### config.mk
export PLATFORM = sky130hd
export DESIGN_NAME = pci_cfg_header
export DESIGN_NICKNAME = d
export VERILOG_FILES = /design/src/rtl/pci_cfg_pkg.sv /design/src/rtl/cfg_bar.sv /design/src/rtl/cfg_cmdstat.sv /design/src/rtl/pci_cfg_header.sv
export SDC_FILE = /design/constraint.sdc
export NUM_CORES = 1
export LEC_CHECK = 0
export ABC_AREA = 1
export ABC_CLOCK_PERIOD_IN_PS = 1800
export BUFFER_PORTS_ARGS = -buffer_cell sky130_fd_sc_hd__buf_4
export CAP_MARGIN = 20
export CORE_ASPECT_RATIO = 0.8
export CORE_MARGIN = 2
export CORE_UTILIZATION = 58
export DETAILED_ROUTE_END_ITERATION = 12
export GPL_TIMING_DRIVEN = 0
export PLACE_DENSITY = 0.9
export SYNTH_ARGS = -nofsm -noshare
export SYNTH_HDL_FRONTEND = slang
export SYNTH_SLANG_ARGS = --single-unit
### constraint.sdc
create_clock -name clk -period 1.8 [get_ports clk]
set_clock_uncertainty 0.05 [all_clocks]
set_input_delay 0.09 -clock clk [delete_from_list [all_inputs] [get_ports clk]]
set_output_delay 0.09 -clock clk [all_outputs]
set_load 0.02 [all_outputs]
### src/rtl/pci_cfg_pkg.sv
package pci_cfg_pkg;
   localparam int unsigned MAX_BARS  = 3;
   localparam int unsigned ERR_BITS  = 6;
   localparam logic [15:0] STAT_CAP  = 16'h0010;

   localparam int unsigned DW_ID     = 0;
   localparam int unsigned DW_CMD    = 1;
   localparam int unsigned DW_CLASS  = 2;
   localparam int unsigned DW_MISC   = 3;
   localparam int unsigned DW_BAR0   = 4;
   localparam int unsigned DW_SUBSYS = 11;
   localparam int unsigned DW_CAP    = 13;
   localparam int unsigned DW_INTR   = 15;

   // error flag vector -> status halfword (flags at 15..11 and 8)
   function automatic logic [15:0] err_to_stat(input logic [ERR_BITS-1:0] e);
      return {e[5:1], 2'b00, e[0], 8'h00};
   endfunction

   function automatic logic [ERR_BITS-1:0] stat_to_err(input logic [15:0] s);
      return {s[15:11], s[8]};
   endfunction
endpackage

### src/rtl/cfg_bar.sv
module cfg_bar #(
   parameter int unsigned SIZE_LOG2 = 12,
   parameter bit          IS_IO     = 1'b0,
   parameter bit          ACTIVE    = 1'b1
) (
   input  logic        clk,
   input  logic        rst_n,
   input  logic        wr_en,
   input  logic [3:0]  wr_be,
   input  logic [31:0] wr_data,
   input  logic        io_space_en,
   input  logic        mem_space_en,
   input  logic [31:0] probe_addr,
   input  logic        probe_is_io,
   output logic [31:0] rd_data,
   output logic        hit
);
   localparam logic [31:0] ADDR_MASK = ~((32'd1 << SIZE_LOG2) - 32'd1);

   generate
      if (ACTIVE) begin : g_on
         logic [31:0] base_q;

         always_ff @(posedge clk or negedge rst_n) begin
            if (!rst_n) begin
               base_q <= '0;
            end else if (wr_en) begin
               for (int b = 0; b < 4; b++) begin
                  if (wr_be[b]) base_q[b*8 +: 8] <= wr_data[b*8 +: 8] & ADDR_MASK[b*8 +: 8];
               end
            end
         end

         assign rd_data = base_q | {31'd0, IS_IO};
         assign hit     = (probe_is_io == IS_IO)
                        && (IS_IO ? io_space_en : mem_space_en)
                        && ((probe_addr & ADDR_MASK) == base_q);
      end else begin : g_off
         logic unused_off;
         assign unused_off = &{1'b0, clk, rst_n, wr_en, wr_be, wr_data, io_space_en,
                               mem_space_en, probe_addr, probe_is_io};
         assign rd_data = '0;
         assign hit     = 1'b0;
      end
   endgenerate
endmodule

### src/rtl/cfg_cmdstat.sv
module cfg_cmdstat
   import pci_cfg_pkg::*;
#(
   parameter logic [15:0] CMD_WMASK   = 16'h0547,
   parameter bit          CAP_PRESENT = 1'b1
) (
   input  logic                clk,
   input  logic                rst_n,
   input  logic                wr_en,
   input  logic [3:0]          wr_be,
   input  logic [31:0]         wr_data,
   input  logic [ERR_BITS-1:0] err_event,
   output logic [15:0]         cmd,
   output logic [15:0]         status
);
   logic [15:0]         cmd_q;
   logic [ERR_BITS-1:0] err_q, err_clr, err_next;
   logic [15:0]         stat_wr;

   assign stat_wr  = {wr_be[3] ? wr_data[31:24] : 8'h00,
                      wr_be[2] ? wr_data[23:16] : 8'h00};
   assign err_clr  = wr_en ? stat_to_err(stat_wr) : '0;
   // an event in the same cycle as a clear keeps the flag set
   assign err_next = (err_q & ~err_clr) | err_event;

   always_ff @(posedge clk or negedge rst_n) begin
      if (!rst_n) begin
         cmd_q <= '0;
         err_q <= '0;
      end else begin
         if (wr_en) begin
            if (wr_be[0]) cmd_q[7:0]  <= wr_data[7:0]  & CMD_WMASK[7:0];
            if (wr_be[1]) cmd_q[15:8] <= wr_data[15:8] & CMD_WMASK[15:8];
         end
         err_q <= err_next;
      end
   end

   assign cmd    = cmd_q;
   assign status = err_to_stat(err_q) | (CAP_PRESENT ? STAT_CAP : 16'h0000);
endmodule

### src/rtl/pci_cfg_header.sv
module pci_cfg_header
   import pci_cfg_pkg::*;
#(
   parameter logic [15:0]           VENDOR_ID        = 16'hA5C3,
   parameter logic [15:0]           DEVICE_ID        = 16'h0123,
   parameter logic [7:0]            REV_ID           = 8'h07,
   parameter logic [23:0]           CLASS_CODE       = 24'h118000,
   parameter logic [15:0]           SUBSYS_VENDOR_ID = 16'h5AA5,
   parameter logic [15:0]           SUBSYS_ID        = 16'h0042,
   parameter logic [7:0]            INT_PIN          = 8'h01,
   parameter logic [7:0]            MIN_GNT          = 8'h04,
   parameter logic [7:0]            MAX_LAT          = 8'h10,
   parameter logic [7:0]            CAP_PTR          = 8'h40,
   parameter int unsigned           NUM_BARS         = 2,
   parameter logic [2:0][4:0]       BAR_LOG2         = {5'd16, 5'd8, 5'd12},
   parameter logic [2:0]            BAR_IO           = 3'b010,
   parameter logic [15:0]           CMD_WMASK        = 16'h0547,
   parameter int unsigned           IDX_W            = 6
) (
   input  logic                clk,
   input  logic                rst_n,
   input  logic                acc_en,
   input  logic                acc_wr,
   input  logic [IDX_W-1:0]    acc_idx,
   input  logic [3:0]          acc_be,
   input  logic [31:0]         acc_wdata,
   output logic [31:0]         acc_rdata,
   input  logic [ERR_BITS-1:0] err_event,
   input  logic [31:0]         hit_addr,
   input  logic                hit_io,
   output logic [MAX_BARS-1:0] bar_hit
);
   // elaboration-time parameter checks
   generate
      if (NUM_BARS < 1 || NUM_BARS > MAX_BARS) begin : g_bad_num
         $error("NUM_BARS must be 1..3");
      end
      if (IDX_W < 5) begin : g_bad_idx
         $error("IDX_W must be at least 5");
      end
      for (genvar c = 0; c < MAX_BARS; c++) begin : g_chk
         if (BAR_LOG2[c] < 5'd4) begin : g_bad_size
            $error("window size below 16 bytes");
         end
      end
   endgenerate

   logic        wr;
   logic [15:0] cmd_w, status_w;
   logic [7:0]  lat_q, cls_q, iline_q;
   logic [31:0] bar_rd [MAX_BARS];

   assign wr = acc_en && acc_wr;

   cfg_cmdstat #(
      .CMD_WMASK   (CMD_WMASK),
      .CAP_PRESENT (CAP_PTR != 8'h00)
   ) u_cmdstat (
      .clk       (clk),
      .rst_n     (rst_n),
      .wr_en     (wr && acc_idx == IDX_W'(DW_CMD)),
      .wr_be     (acc_be),
      .wr_data   (acc_wdata),
      .err_event (err_event),
      .cmd       (cmd_w),
      .status    (status_w)
   );

   generate
      for (genvar i = 0; i < MAX_BARS; i++) begin : g_bar
         cfg_bar #(
            .SIZE_LOG2 (BAR_LOG2[i]),
            .IS_IO     (BAR_IO[i]),
            .ACTIVE    (i < NUM_BARS)
         ) u_bar (
            .clk          (clk),
            .rst_n        (rst_n),
            .wr_en        (wr && acc_idx == IDX_W'(DW_BAR0 + i)),
            .wr_be        (acc_be),
            .wr_data      (acc_wdata),
            .io_space_en  (cmd_w[0]),
            .mem_space_en (cmd_w[1]),
            .probe_addr   (hit_addr),
            .probe_is_io  (hit_io),
            .rd_data      (bar_rd[i]),
            .hit          (bar_hit[i])
         );
      end
   endgenerate

   always_ff @(posedge clk or negedge rst_n) begin
      if (!rst_n) begin
         lat_q   <= '0;
         cls_q   <= '0;
         iline_q <= '0;
      end else if (wr) begin
         if (acc_idx == IDX_W'(DW_MISC)) begin
            if (acc_be[0]) cls_q <= acc_wdata[7:0];
            if (acc_be[1]) lat_q <= acc_wdata[15:8];
         end
         if (acc_idx == IDX_W'(DW_INTR) && acc_be[0]) iline_q <= acc_wdata[7:0];
      end
   end

   always_comb begin
      acc_rdata = '0;
      if (acc_idx[IDX_W-1:4] == '0) begin
         case (acc_idx[3:0])
            4'd0:  acc_rdata = {DEVICE_ID, VENDOR_ID};
            4'd1:  acc_rdata = {status_w, cmd_w};
            4'd2:  acc_rdata = {CLASS_CODE, REV_ID};
            4'd3:  acc_rdata = {16'h0000, lat_q, cls_q};
            4'd4:  acc_rdata = bar_rd[0];
            4'd5:  acc_rdata = bar_rd[1];
            4'd6:  acc_rdata = bar_rd[2];
            4'd11: acc_rdata = {SUBSYS_ID, SUBSYS_VENDOR_ID};
            4'd13: acc_rdata = {24'h000000, CAP_PTR};
            4'd15: acc_rdata = {MAX_LAT, MIN_GNT, INT_PIN, iline_q};
            default: acc_rdata = '0;
         endcase
      end
   end
endmodule

==> results.ini, run 1 <==
[sta]
max_freq_mhz=545
fin_crit_ns=1.84
drv_slew=0
setup_viol=1
finalCritPeriodShare_pct=102
setup_ws_ns=-0.0351
finalHoldViolCount=0
relSlewSlack_pct=54.8
rsz0062_at_grt=yes
tightest_slew_ns=0.679

[critical_path]
path_class=reg -> out
r2r-start=g_bar[1].u_bar.g_on.base_q[17]
critPathLaunch=u_cmdstat.cmd[1]
worstPathArrival_ns=1.70
critPathLaunchType=flop
r2r-end=g_bar[1].u_bar.g_on.base_q[17]
crit_path_end_kind=primary output
cp.required_ns=1.66
reg2reg_slack_ns=0.97
reg2regPathDepth=3
crit_fanout=2

[logic_synthesis]
netlist_area_um2=4870
yosysWarnings=0
synth_fp_nets=791
yosys_register_bits=80
avgSynthCellArea_um2=6.90
synthCells=706
ys_seq_area_share_pct=41.1
yosysUniqueCellTypes=33

[routing]
drc_errors=0
num_vias=5326
drtIter0Drc=487
viasPerCell=5.43
drtPass1Iterations=6
routed_wl_mm=15.5
drtAntennaViolNets=0
avgRoutedWirePerCell_um=15.8

[placed_design]
place.gp.congestion=0.975
hpwl_mm=10.7
io_buffers=110
post-place-cells=924
place_ws_ns=0.0638

[grt]
grt_pass1_wl_mm=25.0
grt_max_degree=81
grt-ovfl-total=0
grt_pass1_vias=5194
gr-usage-all-layers_pct=35.4
antenna_found_initial=0

[final_layout]
final_util_pct=80.9
final_cell_mix=254 x nand2_1, 114 x buf_4, 112 x inv_1, 80 x dfrtp_1, 56 x nor2_1
drive_gt1_share_pct=23.9
area_growth_pct=33.8
finalNonFillerCells=981
diodes=0
ff_latch_area_um2=2000
layout.nets=953
layout_commonest_cell=nand2_1
nFillCells=568
multi_input_area_um2=2300

[power_and_ir_drop]
power_mw=4.16
power.density_nw_per_um2=639
leakagePower_nw=3.39
peakVddDrop_mv=0.400

[flow_run]
maxCapViolCount=0

[floorplan]
num_io_pins=120
core_um2=8060
die_h_um=86.0
initial_core_util_pct=60.5
die_w_um=106
rows=29
dieArea_um2=9150

[run_status]
violations=setup timing
status=finished with violations

[clock_tree]
clk_pin_slew_ns=0.08
clock_latency_ns=0.37
htreeDepth=3
root_buffer=clkbuf_8
cts_tree=yes
clk_path_buf_depth=2
cts_buffers=9
clock-sinks=80

[worst_hold_path]
worstHoldEndpoint=u_cmdstat.cmd[10]
hold_depth=3
min-delay-path-class=in -> reg
holdCritStartpoint=acc_be[1]

-- metal layers --
layer  GRT usage [%]  vias up  wire length, um
met5               0        -                0
met4            13.1        0              532
met3            6.76       69             1620
met2            59.4      341             7370
met1            46.2     2432             5960
li1                -     2484                -
-- critical path, cell delays in order, from the launching register on --
cell and delay, ns:
dfrtp_1 0.37, inv_2 0.06, nor2_4 0.12, nand2_2 0.06, nor2_2 0.12, nand2_1 0.08, nor2_1 0.11, nand2_1 0.07
nor2_2 0.18, buf_6 0.14
-- timing repair --
action | CTS | global route
setup buffers | 2 | 1
resized for setup | 6 | 6
pin swaps | 2 | 8
hold buffers | 39 | 0
hold endpoints to repair | 151 | 0
setup endpoints to repair | 2 | 2
-- state kept, by name, summed over array words and instances, names as in the netlist --
register / count
cls_q: 8
g_bar.u_bar.g_on.base_q: 24
g_bar.u_bar.rd_data: 20
iline_q: 8
lat_q: 8
u_cmdstat.cmd: 6
u_cmdstat.err_q: 6
-- worst max-delay path by stage --
stage | endpoint | cells past startpoint | slack [ns]
finish | bar_hit[0] | 9 | -0.04
global route | bar_hit[0] | 9 | -0.10
floorplan | acc_rdata[7] | 6 | 0.59
detailed placement | g_bar[0].u_bar.rd_data[21] | 8 | 0.06
CTS | bar_hit[0] | 10 | -0.006
global placement | g_bar[0].u_bar.rd_data[22] | 8 | 0.12
-- synthesized netlist by cell type --
library cell | number | area, um2
a22o_1 | 2 | 17.5
xor2_1 | 2 | 17.5
inv_1 | 113 | 424
o21bai_1 | 1 | 7.51
buf_2 | 8 | 40.0
bufinv_8 | 1 | 17.5
inv_2 | 5 | 18.8
clkbuf_1 | 2 | 7.51
nor2_2 | 3 | 18.8
a21oi_1 | 14 | 70.1
nor2_8 | 1 | 20.0
and3_2 | 1 | 7.51
nand2_1 | 256 | 961
xnor2_1 | 3 | 26.3
nor3_1 | 2 | 10.0
buf_4 | 5 | 37.5
conb_1 | 1 | 3.75
inv_4 | 1 | 6.26
o21ai_0 | 33 | 165
a31oi_1 | 2 | 12.5
o211ai_1 | 6 | 45.0
o22ai_1 | 5 | 31.3
nand3_2 | 3 | 30.0
dfrtp_1 | 80 | 2000
nand3_1 | 9 | 45.0
buf_6 | 4 | 45.0
nor2_4 | 4 | 45.0
nand3_4 | 1 | 17.5
nand2_4 | 1 | 11.3
nor2_1 | 62 | 233
nand2_2 | 10 | 62.6
o21ai_1 | 41 | 205
o21ai_2 | 24 | 210
-- final cells by class --
class | instances | area share, %
Multi-Input combinational cell | 487 | 35.3
Sequential cell | 80 | 30.7
Timing Repair Buffer | 153 | 19.5
Inverter | 120 | 7.16
Clock buffer | 10 | 2.11
Tap cell | 108 | 2.07
Buffer | 17 | 1.77
Clock inverter | 6 | 1.40
-- power by group --
group	leakage (nW)	switching [mW]	internal, mW
logic	2.20	0.379	0.316
registers	1.07	0.0641	1.87
clock network	0.117	0.705	0.826
total	3.39	1.15	3.02
-- metrics by stage --
| step | hold WS [ns] | TNS [ns] | cell area (um2) |
|---|---|---|---|
| floorplan | -0.256 | 0 | 4870 |
| detailed placement | 0.231 | 0 | 5830 |
| global placement | 0.226 | 0 | 5830 |
| CTS | 0.0467 | -0.00605 | 6480 |
| finish | 0.0500 | -0.0351 | 6520 |
| global route | 0.0562 | -0.102 | 6520 |
-- cells by family (layout without fill, tap and decap cells) --
group	count (synthesis)	count (layout)	share of synthesized area [%]
AND/OR/NAND/NOR	353	353	30.0
buffers and inverters	139	306	12.2
AO/OA/AOI/OAI	128	128	15.7
flip-flops	80	80	41.1
XOR/XNOR	5	5	0.899
other	1	1	0.0770
No activity file was read; power rests on OpenSTA's default activity.
==> run 2, diff against run 1 <==
- CELL_PAD_IN_SITES_DETAIL_PLACEMENT: not set -> 0
- CELL_PAD_IN_SITES_GLOBAL_PLACEMENT: not set -> 1
- CORE_UTILIZATION: 58 -> 41
- SETUP_SLACK_MARGIN: not set -> 0.5
==> results.ini, run 2 (same netlist as run 1, synthesis figures left out) <==
[run_status]
status=complete, no violations

[clock_tree]
clk_pin_slew_ns=0.06  ; -0.02 ns
cts_buffers=9  ; unchanged
clock_latency_ns=0.35  ; -0.02 ns
htreeDepth=3  ; unchanged
clk_path_buf_depth=2  ; unchanged
root_buffer=clkbuf_16
clock-sinks=80  ; unchanged
cts_tree=yes

[critical_path]
path_class=reg -> out
worstPathArrival_ns=1.59  ; -0.11 ns
cp_cell_sequence=xnor2_1 > nand2_1 > nor2_2 > nand3_2 > nor2_2 > buf_4 > buf_6
r2r-start=g_bar[0].u_bar.rd_data[28]
crit_path_end_kind=primary output
slowest_stage=dfrtp_1
cpPeakStageDelay_ns=0.40  ; +0.03 ns
critPathLaunch=g_bar[1].u_bar.g_on.base_q[20]
crit_top_cell=nor2_2
cp.required_ns=1.66  ; about the same
crit_fanout=2  ; unchanged
critPathLaunchType=flop
path_buf_inv=2  ; unchanged
reg2reg_slack_ns=0.88  ; -0.09 ns
crit_family=simple AND/OR/NAND/NOR gates

[grt]
grt_max_degree=81  ; unchanged
grt-ovfl-total=0  ; unchanged
grt_pass1_vias=5061  ; -2.6%
antenna_found_initial=0  ; unchanged
grt_pass1_wl_mm=24.9  ; -0.36%
gr-usage-all-layers_pct=25.2  ; -10 points

[floorplan]
die_h_um=102  ; +18%
core_um2=11600  ; +44%
initial_core_util_pct=42.1  ; -18 points
rows=35  ; +21%
num_io_pins=120  ; unchanged
dieArea_um2=12800  ; +40%
die_w_um=126  ; +18%

[power_and_ir_drop]
power.switching_mw=1.26  ; +10%
pwr-share-seq_pct=39.7  ; -6.8 points
p_clk_share_pct=43.4  ; +6.6 points
leakagePower_nw=3.79  ; +12%
power_mw=4.90  ; +18%
pwr-share-comb_pct=16.9  ; +0.2 points
internal_power_mw=3.63  ; +20%
peakVddDrop_mv=0.473  ; +18%
power.density_nw_per_um2=652  ; +2.0%
netSwitchingFraction_pct=25.8  ; -1.8 points

[routing]
wl_met2_mm=7.76  ; +5.2%
num_vias=5288  ; -0.71%
maxUsedRoutingLayer=met4
met1_length_mm=7.04  ; +18%
wl_met3_mm=1.23  ; -24%
drtPass1Iterations=5  ; -1
drtIter0Drc=320  ; -34%
drtAntennaViolNets=0  ; unchanged
avgRoutedWirePerCell_um=15.3  ; -2.9%
routed_wl_mm=16.3  ; +5.3%
viasPerCell=4.97  ; -8.4%
drc_errors=0  ; unchanged

[sta]
fin_crit_ns=1.73  ; -0.103 ns
setup_viol=0  ; -1
whs_ns=0.0119  ; -0.0381 ns
finalHoldViolCount=0  ; unchanged
drv_slew=0  ; unchanged
fin_tns_setup_ns=0  ; +0.0351 ns
finalCritPeriodShare_pct=96.2  ; -5.7 points
rsz0062_at_grt=yes
max_freq_mhz=577  ; +5.9%
setup_ws_ns=0.0679  ; +0.103 ns

[final_layout]
largest-register=g_bar.u_bar.g_on.base_q
final_util_pct=65.0  ; -16 points
layout.nets=995  ; +4.4%
final_cell_mix=245 x nand2_1, 129 x buf_4, 92 x inv_1, 80 x dfrtp_1, 53 x o21ai_1
area_growth_pct=54.2
drive_gt1_share_pct=34.9  ; +11 points
nFillCells=1010  ; +78%
largest_reg_flops=24  ; unchanged
finalNonFillerCells=1063  ; +8.4%
final_area_um2=7510  ; +15%
diodes=0  ; unchanged
layout_commonest_cell=nand2_1

[placed_design]
hpwl_mm=11.0  ; +3.2%
place_ws_ns=0.0724  ; +0.00864 ns
post-place-cells=964  ; +4.3%
io_buffers=110  ; unchanged
place_area_um2=5880  ; +0.86%
place.gp.congestion=0.859  ; -12%

[worst_hold_path]
min-delay-path-class=in -> reg
holdCritStartpoint=acc_wdata[24]

[flow_run]
maxCapViolCount=0  ; unchanged

-- run 2: changes by cell type in the layout (fill, tap and decap cells not counted), sizes merged --
cell         before  now
nand3            13   14
dlygate4sd3      39   38
clkinvlp          0    1
buf             129  169
bufinv            3    4
clkbuf           12   13
inv             120  119
-- run 2: worst register-to-register path, delay by kind of cell (launching register included) --
family                 cells  cell delay (ns)
and+or+nand+nor            1             0.05
buffers and inverters      2             0.24
AOI/OAI and AO/OA          1             0.06
DFF                        1             0.40
-- run 2: power groups by stage --
| stage | registers, mW | clock network, mW | logic, mW |
|---|---|---|---|
| final | 1.94 | 2.12 | 0.828 |
| after global routing | 1.95 | 2.22 | 0.905 |
| after CTS | 1.94 | 2.14 | 0.738 |
| after detailed placement | 1.97 | 0 | 0.597 |
| after global placement | 1.97 | 0 | 0.585 |
| after floorplan | 1.95 | 0 | 0.307 |
-- run 2: area by class of cell --
| type | instances | area, um2 | area share [%] |
|---|---|---|---|
| Clock buffer | 9 | 225 | 3.00 |
| Buffer | 19 | 181 | 2.42 |
| Multi-Input combinational cell | 488 | 2580 | 34.3 |
| Clock inverter | 7 | 120 | 1.60 |
| Inverter | 120 | 494 | 6.58 |
| Tap cell | 148 | 185 | 2.47 |
| Timing Repair Buffer | 192 | 1720 | 23.0 |
| Sequential cell | 80 | 2000 | 26.7 |
-- run 2: layer usage --
layer,vias to the layer above,GRT usage [%]
met5,-,0
met4,0,7.02
met3,22,5.55
met2,200,41.7
met1,2480,33.9
li1,2586,-
-- run 2: repair_timing --
item,4_1_cts,5_1_grt
setup buffers,22,18
pin swaps,40,53
hold endpoints to repair,144,0
resized for setup,76,94
gates cloned,2,2
hold buffers,38,0
setup endpoints to repair,81,95
-- run 2: path summary, 6_finish.rpt --
| check | to | cells after the start |
|---|---|---|
| min in group asynchronous | g_bar[1].u_bar.g_on.base_q[28] | 2 |
| hold / removal | g_bar[0].u_bar.rd_data[24] | 3 |
| hold reg to reg | iline_q[4] | 2 |
| max in group asynchronous | g_bar[1].u_bar.g_on.base_q[13] | 3 |
| setup reg to reg | g_bar[0].u_bar.rd_data[28] | 4 |
| setup / recovery | bar_hit[1] | 7 |
